--- config.mk ---
export PLATFORM = sky130hd
export DESIGN_NAME = sptx_dma_ctrl
export DESIGN_NICKNAME = d
export VERILOG_FILES = /design/src/rtl/sptx_pkg.sv /design/src/rtl/sptx_width_adapt.sv /design/src/rtl/sptx_blk_fsm.sv /design/src/rtl/sptx_status.sv /design/src/rtl/sptx_dma_ctrl.sv
export SDC_FILE = /design/constraint.sdc
export NUM_CORES = 1
export LEC_CHECK = 0
export ABC_AREA = 1
export ABC_CLOCK_PERIOD_IN_PS = 3100
export CAP_MARGIN = 20
export CORE_MARGIN = 5
export CORE_UTILIZATION = 30
export CTS_CLUSTER_DIAMETER = 120
export DETAILED_ROUTE_END_ITERATION = 12
export PLACE_DENSITY = 0.61
export SKIP_LAST_GASP = 1
export SYNTH_ARGS = -nofsm -noshare
export SYNTH_HDL_FRONTEND = slang
export SYNTH_SLANG_ARGS = --single-unit
--- constraint.sdc ---
create_clock -name clk -period 3.1 [get_ports clk]
set_clock_uncertainty 0.05 [all_clocks]
set_input_delay 0.62 -clock clk [delete_from_list [all_inputs] [get_ports clk]]
set_output_delay 0.62 -clock clk [all_outputs]
set_load 0.005 [all_outputs]
--- src/rtl/sptx_pkg.sv ---
package sptx_pkg;

    typedef enum logic [1:0] {
        SZ_BYTE = 2'b00,
        SZ_HALF = 2'b01,
        SZ_WORD = 2'b10,
        SZ_RSVD = 2'b11
    } size_e;

    typedef enum logic [1:0] {
        ST_IDLE = 2'b00,
        ST_XFER = 2'b01,
        ST_DONE = 2'b10
    } blk_state_e;

    localparam int STAT_DONE = 0;
    localparam int STAT_ERR  = 1;
    localparam int STAT_UFL  = 2;
    localparam int STAT_W    = 3;

endpackage

--- src/rtl/sptx_width_adapt.sv ---
module sptx_width_adapt
    import sptx_pkg::*;
#(
    parameter int MEM_W  = 32,
    parameter int FIFO_W = 16
) (
    input  logic [1:0]        size,
    input  logic [MEM_W-1:0]  mem_data,
    output logic [FIFO_W-1:0] fifo_data
);

    localparam int BYTE_W  = 8;
    localparam int HALF_NM = 16;
    localparam int LIM_W   = (MEM_W < FIFO_W) ? MEM_W : FIFO_W;
    localparam int HALF_W  = (HALF_NM < LIM_W) ? HALF_NM : LIM_W;
    localparam int WORD_W  = LIM_W;

    logic [FIFO_W-1:0] byte_path;
    logic [FIFO_W-1:0] half_path;
    logic [FIFO_W-1:0] word_path;

    generate
        if (FIFO_W > BYTE_W) begin : g_byte_pad
            assign byte_path = {{(FIFO_W-BYTE_W){1'b0}}, mem_data[BYTE_W-1:0]};
        end else begin : g_byte_full
            assign byte_path = mem_data[FIFO_W-1:0];
        end

        if (FIFO_W > HALF_W) begin : g_half_pad
            assign half_path = {{(FIFO_W-HALF_W){1'b0}}, mem_data[HALF_W-1:0]};
        end else begin : g_half_full
            assign half_path = mem_data[HALF_W-1:0];
        end

        if (FIFO_W > WORD_W) begin : g_word_pad
            assign word_path = {{(FIFO_W-WORD_W){1'b0}}, mem_data[WORD_W-1:0]};
        end else begin : g_word_trunc
            assign word_path = mem_data[WORD_W-1:0];
        end
    endgenerate

    always_comb begin
        unique case (size_e'(size))
            SZ_BYTE: fifo_data = byte_path;
            SZ_WORD: fifo_data = word_path;
            SZ_HALF: fifo_data = half_path;
            SZ_RSVD: fifo_data = half_path;
            default: fifo_data = half_path;
        endcase
    end

endmodule

--- src/rtl/sptx_blk_fsm.sv ---
module sptx_blk_fsm
    import sptx_pkg::*;
#(
    parameter int CNT_W = 16
) (
    input  logic             clk,
    input  logic             rst_n,
    input  logic             dma_en,
    input  logic             desc_load,
    input  logic [CNT_W-1:0] desc_count,
    input  logic             mem_valid,
    input  logic             fifo_ready,
    output logic             mem_ready,
    output logic             fifo_valid,
    output logic             blk_done
);

    localparam logic [CNT_W-1:0] CNT_ONE  = CNT_W'(1);
    localparam logic [CNT_W-1:0] CNT_ZERO = '0;

    blk_state_e       state_q, state_d;
    logic [CNT_W-1:0] cnt_q, cnt_d;
    logic             active;
    logic             beat;
    logic             last_beat;
    logic             load_empty;

    assign active     = (state_q == ST_XFER) && dma_en;
    assign beat       = active && mem_valid && fifo_ready;
    assign last_beat  = beat && (cnt_q == CNT_ONE);
    assign load_empty = desc_load && (desc_count == CNT_ZERO);

    always_ff @(posedge clk or negedge rst_n) begin
        if (!rst_n) begin
            state_q <= ST_IDLE;
            cnt_q   <= '0;
        end else begin
            state_q <= state_d;
            cnt_q   <= cnt_d;
        end
    end

    always_comb begin
        state_d = state_q;
        cnt_d   = cnt_q;
        if (desc_load) begin
            cnt_d   = desc_count;
            state_d = load_empty ? ST_DONE : ST_XFER;
        end else begin
            unique case (state_q)
                ST_IDLE: state_d = ST_IDLE;
                ST_XFER: begin
                    if (beat) begin
                        cnt_d = cnt_q - CNT_ONE;
                    end
                    state_d = last_beat ? ST_DONE : ST_XFER;
                end
                ST_DONE: state_d = ST_DONE;
                default: state_d = ST_IDLE;
            endcase
        end
    end

    always_comb begin
        mem_ready  = active && fifo_ready;
        fifo_valid = active && mem_valid;
        blk_done   = desc_load ? load_empty : last_beat;
    end

endmodule

--- src/rtl/sptx_status.sv ---
module sptx_status
    import sptx_pkg::*;
(
    input  logic              clk,
    input  logic              rst_n,
    input  logic              done_ie,
    input  logic              err_ie,
    input  logic              blk_done,
    input  logic              underflow,
    input  logic              desc_load,
    input  logic [1:0]        clr,
    output logic [STAT_W-1:0] status,
    output logic              dma_irq
);

    logic done_q, err_q, ufl_q;

    always_ff @(posedge clk or negedge rst_n) begin
        if (!rst_n) begin
            done_q <= 1'b0;
            err_q  <= 1'b0;
            ufl_q  <= 1'b0;
        end else begin
            if (blk_done && done_ie) begin
                done_q <= 1'b1;
            end else if (clr[STAT_DONE]) begin
                done_q <= 1'b0;
            end

            if (underflow && err_ie) begin
                err_q <= 1'b1;
            end else if (clr[STAT_ERR]) begin
                err_q <= 1'b0;
            end

            if (underflow) begin
                ufl_q <= 1'b1;
            end else if (desc_load) begin
                ufl_q <= 1'b0;
            end
        end
    end

    always_comb begin
        status            = '0;
        status[STAT_DONE] = done_q;
        status[STAT_ERR]  = err_q;
        status[STAT_UFL]  = ufl_q;
        dma_irq           = (done_q && done_ie) || (err_q && err_ie);
    end

endmodule

--- src/rtl/sptx_dma_ctrl.sv ---
module sptx_dma_ctrl
    import sptx_pkg::*;
#(
    parameter int MEM_W  = 32,
    parameter int FIFO_W = 16,
    parameter int CNT_W  = 16
) (
    input  logic              clk,
    input  logic              rst_n,
    input  logic              cfg_dma_en,
    input  logic              cfg_done_ie,
    input  logic              cfg_err_ie,
    input  logic [1:0]        cfg_size,
    input  logic              desc_load,
    input  logic [CNT_W-1:0]  desc_count,
    input  logic              mem_valid,
    input  logic [MEM_W-1:0]  mem_data,
    output logic              mem_ready,
    output logic              fifo_valid,
    output logic [FIFO_W-1:0] fifo_data,
    input  logic              fifo_ready,
    input  logic              word_start,
    input  logic              tx_underflow,
    input  logic [1:0]        stat_clr,
    output logic [STAT_W-1:0] status,
    output logic              word_irq,
    output logic              dma_irq
);

    logic blk_done;
    logic word_irq_q;

    sptx_width_adapt #(
        .MEM_W  (MEM_W),
        .FIFO_W (FIFO_W)
    ) u_adapt (
        .size      (cfg_size),
        .mem_data  (mem_data),
        .fifo_data (fifo_data)
    );

    sptx_blk_fsm #(
        .CNT_W (CNT_W)
    ) u_fsm (
        .clk        (clk),
        .rst_n      (rst_n),
        .dma_en     (cfg_dma_en),
        .desc_load  (desc_load),
        .desc_count (desc_count),
        .mem_valid  (mem_valid),
        .fifo_ready (fifo_ready),
        .mem_ready  (mem_ready),
        .fifo_valid (fifo_valid),
        .blk_done   (blk_done)
    );

    sptx_status u_stat (
        .clk       (clk),
        .rst_n     (rst_n),
        .done_ie   (cfg_done_ie),
        .err_ie    (cfg_err_ie),
        .blk_done  (blk_done),
        .underflow (tx_underflow),
        .desc_load (desc_load),
        .clr       (stat_clr),
        .status    (status),
        .dma_irq   (dma_irq)
    );

    always_ff @(posedge clk or negedge rst_n) begin
        if (!rst_n) begin
            word_irq_q <= 1'b0;
        end else begin
            word_irq_q <= word_start && !cfg_dma_en;
        end
    end

    assign word_irq = word_irq_q;

endmodule

==> out/metrics.yaml, run 1 <==
status: "complete, no violations"
hold_class: "reg2reg"
synth_edf_count: 0
vias: 1571
maxSlewViolCount: 0
hold_viol: 0
num_rows: 27
cts_hold_buf: 0
grt_max_degree: 23
rsz0062_at_grt: "no"
synth_cell_types: 33
dpl.hpwl_um: 3649
clkTransAtPathRegs_ns: 0.08
fp.coreArea_sq_mm: 0.005507
crit_fanout: 8
p_comb_share_pct: 30.0
cts_tree: "built"
r2r_start: "u_fsm.cnt_q[0]"
io_pins: 85
layout-area-overhead-vs-synth_pct: 33.16
cts_buffers: 3
crit_path_max_incr_delay_ns: 0.46
dpl-instance-area_sq_mm: 0.002225
stdcell_area_sq_mm: 0.002266
ys_async_sr_fraction_pct: 100.0
wl_per_cell_um: 12.98
maxCapViolCount: 0
synth_flop_cell: "dfrtp_1"
totalWireLength_um: 4594
final-seq-area_sq_um: 550.5
vdd_ir_drop_max_mv: 0.1700
power.share.sequential_pct: 45.3
worstReg2RegEnd: "u_fsm.cnt_q[14]"
n_antenna_cell: 0
p_clk_share_pct: 24.7
die-area_sq_mm: 0.007279
syn_avg_cell_area_sq_um: 7.120
gp_congestion: 0.8472
ys_ff_latch: 22
start_util_pct: 30.90
critPathLaunchType: "input port"
grt_overflow_total: 0
drive_above_1_share_pct: 11.70
grt_use_total_pct: 12.61
cts_sinks: 22
post_cts_buffers: 0
die_h_um: 85.32
clk_latency_ns: 0.26
drtIter0Drc: 86
drcViolationCount: 0
syn_inst: 239
worst_slew_margin_rel_pct: 69.88
finalPower_w: 0.0007468
fin_setup_tns_ns: 0
period_needed_ns: 2.599
p_leak_nw: 1.073
synth_nets: 305
hp-start: "u_stat.ufl_q"
holdPathStages: 2
whs_ns: 0.4311
worst_slew_pin_slew_ns: 0.4501
yosysWarnings: 0
antenna_found_initial: 0
worstPathRequired_ns: 2.43
cp_cell_sequence: "clkdlybuf4s50_1, nor2_1, nor2_1, clkdlybuf4s50_1"
detail_route.first_pass.iterations: 4
reg2reg_setup_slack_ns: 1.57
cp-end-kind: "primary output"
nets: 350
vias_per_cell: 4.438
grt_pass1_vias: 1585
powerDensity_mw_per_mm2: 329.6
min_period_over_period_pct: 83.84
clk_path_buf_depth: 2
root_buffer: "clkbuf_8"
grt_pass1_wl_um: 7521
switchingPower_w: 0.0002364
multi_input_area_sq_um: 880.8
switching_share_pct: 31.65
fill_cells: 571
cp.arrival_ns: 1.93
place.port_buffers: 52
setup_viol: 0
p_int_w: 0.0005104
r2r_cells: 9
postLayoutCoreUtil_pct: 41.15
yosysSeqAreaShare_pct: 32.35
cts_max_level: 1
final_antenna_net_count: 0
cts_resized: 0
fmax_ghz: 0.3848
path_class: "in2out"
slowest_stage: "clkdlybuf4s50_1"
die_width_um: 85.32
syn_area_sq_mm: 0.001702
whs_endpoint: "u_stat.ufl_q"
==> kinds of logic after synthesis <==
logic type      share of synthesized area, %
simple gates                           36.54
buf+inv                                15.88
flops                                  32.35
compound gates                         9.191
xor+xnor                               3.088
fa+ha+maj                              2.941
==> synthesized netlist by cell type, types with 2 or more instances <==
master    instances  area share, %
a21oi_1           4            1.2
buf_4            13            5.7
dfrtp_1          22             32
ha_1              4            2.9
inv_1            40            8.8
inv_2             2           0.44
nand2_1          50             11
nand2_2           3            1.1
nand3_1          21            6.2
nand4_1           4            1.5
nor2_1           32            7.1
nor2_2            8            2.9
nor2_4            3            2.0
o21ai_0           3           0.88
o21ai_1           2           0.59
o21bai_1          3            1.3
o221ai_2          2            1.8
o22ai_1           3            1.1
or2_2             2           0.74
xor2_1            5            2.6
==> registers in the layout (all words and copies together), names as in the netlist <==
name	cells
u_stat.done_q	1
u_stat.ufl_q	1
u_stat.err_q	1
u_fsm.state_q	2
u_fsm.cnt_q	16
word_irq	1
==> how the worst max path moves through the flow <==
stage,from,depth (start not counted),to
final,cfg_size[1],4,fifo_data[12]
after global placement,cfg_size[1],4,fifo_data[9]
after detailed placement,cfg_size[0],4,fifo_data[8]
after floorplan,cfg_size[1],2,fifo_data[10]
after global routing,cfg_size[1],4,fifo_data[8]
after CTS,cfg_size[1],4,fifo_data[8]
==> power by group through the flow <==
stage                     Combinational (W)  Sequential [W]  Clock (W)
final                              0.000224        0.000339   0.000184
after detailed placement           0.000226        0.000344          0
after floorplan                    0.000132        0.000338          0
after CTS                          0.000227        0.000338   0.000192
after global placement             0.000221        0.000343          0
after global routing               0.000250        0.000342   0.000201
==> critical path, delay by kind of cell <==
| family | cells | cell delay [ns] |
|---|---|---|
| buf+inv | 2 | 0.86 |
| simple gates | 2 | 0.45 |
==> per-layer routing <==
layer  share of wire, %  vias up  global-route usage (%)  wire (um)
li1                   -      815                       -          -
met5                  0        -                       0          0
met1                 42      708                   14.71       1918
met2                 50       42                   22.60       2289
met4                1.7        0                   3.885         76
met3                6.7        6                   3.010        309
==> placed cells by master, fill, tap and decap left out, types with 2 or more instances in the layout <==
master and count:
o21ai_0 3, o221ai_2 2, ha_1 4, nand2_2 3, nor2_2 8, xor2_1 5
nand4_1 4, or2_2 2, dfrtp_1 22, o22ai_1 3, nor2_1 32, nor2_4 3
o21bai_1 3, a21oi_1 4, inv_1 40, nand3_1 21, clkdlybuf4s50_1 52, nand2_1 50
o21ai_1 2, inv_2 2, buf_4 2, clkbuf_8 3
==> metrics by stage <==
step / cells / setup slack, ns
after global routing: 354 / 0.3880
after CTS: 354 / 0.4816
after global placement: 351 / 0.4854
after detailed placement: 351 / 0.4841
after floorplan: 239 / 1.422
final: 354 / 0.5011
==> layout make-up <==
cell class / instances / area share, %
clock buffers: 3 / 1.822
flip-flops and latches: 22 / 24.30
repair buffers: 54 / 23.63
multi-input cells: 159 / 38.87
inverters: 44 / 7.399
well taps: 72 / 3.976
Note: power is estimated with default switching activity, not from simulation.
==> run 2: changes to the inputs <==
--- a/config.mk
+++ b/config.mk
@@ -6,7 +6,7 @@
 export NUM_CORES = 1
 export LEC_CHECK = 0
 export ABC_AREA = 1
-export ABC_CLOCK_PERIOD_IN_PS = 3100
+export ABC_CLOCK_PERIOD_IN_PS = 2600
 export CAP_MARGIN = 20
 export CORE_MARGIN = 5
 export CORE_UTILIZATION = 30
==> constraint.sdc (replaced) <==
create_clock -name clk -period 2.6 [get_ports clk]
set_clock_uncertainty 0.05 [all_clocks]
set_input_delay 0.52 -clock clk [delete_from_list [all_inputs] [get_ports clk]]
set_output_delay 0.52 -clock clk [all_outputs]
set_load 0.005 [all_outputs]
==> out/metrics.yaml, run 2 (synthesis results as in run 1) <==
grt_use_total_pct: 12.16
layout-area-overhead-vs-synth_pct: 34.04
cts_buffers: 3
cts_sinks: 22
drive_above_1_share_pct: 12.32
cts_hold_buf: 0
nets: 352
wl_per_cell_um: 12.17
cpMostUsedCell: "clkdlybuf4s50_1"
postLayoutCoreUtil_pct: 41.42
worst_slew_pin_slew_ns: 0.3022
rsz0062_at_grt: "no"
die_width_um: 85.32
top_regs: "u_fsm.cnt_q x16, u_fsm.state_q x2"
largest-register: "u_fsm.cnt_q"
root_buffer: "clkbuf_8"
period_needed_ns: 2.337
grt_pass1_vias: 1519
num_rows: 27
slowest_stage: "clkdlybuf4s50_1"
io_pins: 85
place.port_buffers: 52
antenna_found_initial: 0
cts_resized: 0
maxSlewViolCount: 0
maxCapViolCount: 0
cp-end-kind: "primary output"
holdPathStages: 2
final_antenna_net_count: 0
place_ws_ns: 0.2523
clkTransAtPathRegs_ns: 0.08
clk_latency_ns: 0.26
post_cts_buffers: 0
setup_viol: 0
critPathLaunchType: "input port"
crit_path_max_incr_delay_ns: 0.55
grt_pass1_wl_um: 7258
layout_common_cells: "clkdlybuf4s50_1, nand2_1, inv_1, nor2_1, dfrtp_1"
dpl.hpwl_um: 3559
fmax_ghz: 0.4280
fin_setup_tns_ns: 0
worstPathRequired_ns: 2.03
stdcell_area_sq_mm: 0.002281
drcViolationCount: 0
cts_tree: "built"
cp.arrival_ns: 1.77
grt_overflow_total: 0
grt_max_degree: 23
cp_cell_sequence: "clkdlybuf4s50_1, nand2_1, nor2_1, clkdlybuf4s50_1"
clk_path_buf_depth: 2
status: "complete, no violations"
vias: 1581
vdd_ir_drop_max_mv: 0.2043
dpl-instance-area_sq_mm: 0.002240
cts_max_level: 1
detail_route.first_pass.iterations: 4
totalWireLength_um: 4333
layout_commonest_cell: "clkdlybuf4s50_1"
instances_no_fill: 356
place_inst: 353
hold_viol: 0
hold_class: "reg2reg"
fp.coreArea_sq_mm: 0.005507
die_h_um: 85.32
fill_cells: 573
die-area_sq_mm: 0.007279
start_util_pct: 30.90
postLayoutSetupSlackWorst_ns: 0.2634
vias_per_cell: 4.441
min_period_over_period_pct: 89.87
p_leak_nw: 1.083
crit_fanout: 3
path_class: "in2out"
drtIter0Drc: 46
largest_reg_flops: 16
r2r_cells: 9
worst_slew_margin_rel_pct: 79.82
powerDensity_mw_per_mm2: 389.5
n_antenna_cell: 0
gp_congestion: 0.8311
## run 2: cell type report
class | count | area [sq um] | share of cell area [%]
inverters | 44 | 167.7 | 7.351
well taps | 72 | 90.09 | 3.950
clock buffers | 3 | 41.29 | 1.810
flip-flops and latches | 22 | 550.5 | 24.14
multi-input cells | 159 | 880.8 | 38.62
repair buffers | 56 | 550.5 | 24.14
## run 2: layer usage
layer / global-route usage (%) / wire [um] / up-vias
met1: 15.22 / 1881 / 721
met2: 21.26 / 2157 / 40
met4: 2.446 / 15 / 0
met3: 2.816 / 278 / 2
met5: 0 / 0 / -
li1: - / - / 818
## run 2: per-stage QoR
| stage | hold WS, ns | power, W |
|---|---|---|
| 6_report | 0.4274 | 0.0008884 |
| 4_1_cts | 0.4372 | 0.0008969 |
| 5_1_grt | 0.4891 | 0.0009447 |
| 2_1_floorplan | 0.1744 | 0.0005598 |
| 3_3_place_gp | 0.4078 | 0.0006747 |
| 3_5_place_dp | 0.4167 | 0.0006783 |
## run 2: worst paths after layout
check	endpoint	start	slack, ns
worst max-delay path	fifo_valid	cfg_dma_en	0.26
worst min-delay path	u_stat.ufl_q	u_stat.ufl_q	0.43
worst max register to register	u_fsm.cnt_q[14]	u_fsm.cnt_q[0]	1.09
worst min register to register	u_stat.ufl_q	u_stat.ufl_q	0.43
max in group asynchronous	u_stat.done_q	rst_n	1.71
min in group asynchronous	u_fsm.cnt_q[9]	rst_n	0.56
## run 2: where the power goes
group / internal [W] / switching [W] / total, W / leakage, nW
sequential: 0.000371 / 0.0000321 / 0.000403 / 0.266
combinational: 0.000136 / 0.000130 / 0.000266 / 0.795
clock: 0.000104 / 0.000116 / 0.000219 / 0.0216
total: 0.000610 / 0.000278 / 0.000888 / 1.08
## run 2: critical path: cells and delay by family
kind	cells	cell delay, ns
simple gates	2	0.19
buf+inv	2	1.06
==> run 3: changes to the inputs <==
--- a/config.mk
+++ b/config.mk
@@ -10,6 +10,7 @@
 export CAP_MARGIN = 20
 export CORE_MARGIN = 5
 export CORE_UTILIZATION = 30
+export CTS_BUF_LIST = sky130_fd_sc_hd__clkbuf_8 sky130_fd_sc_hd__clkbuf_16
 export CTS_CLUSTER_DIAMETER = 120
 export DETAILED_ROUTE_END_ITERATION = 12
 export PLACE_DENSITY = 0.61
==> results of run 3 <==
Same layout as run 2: the final DEF is identical, and so are final timing and power.
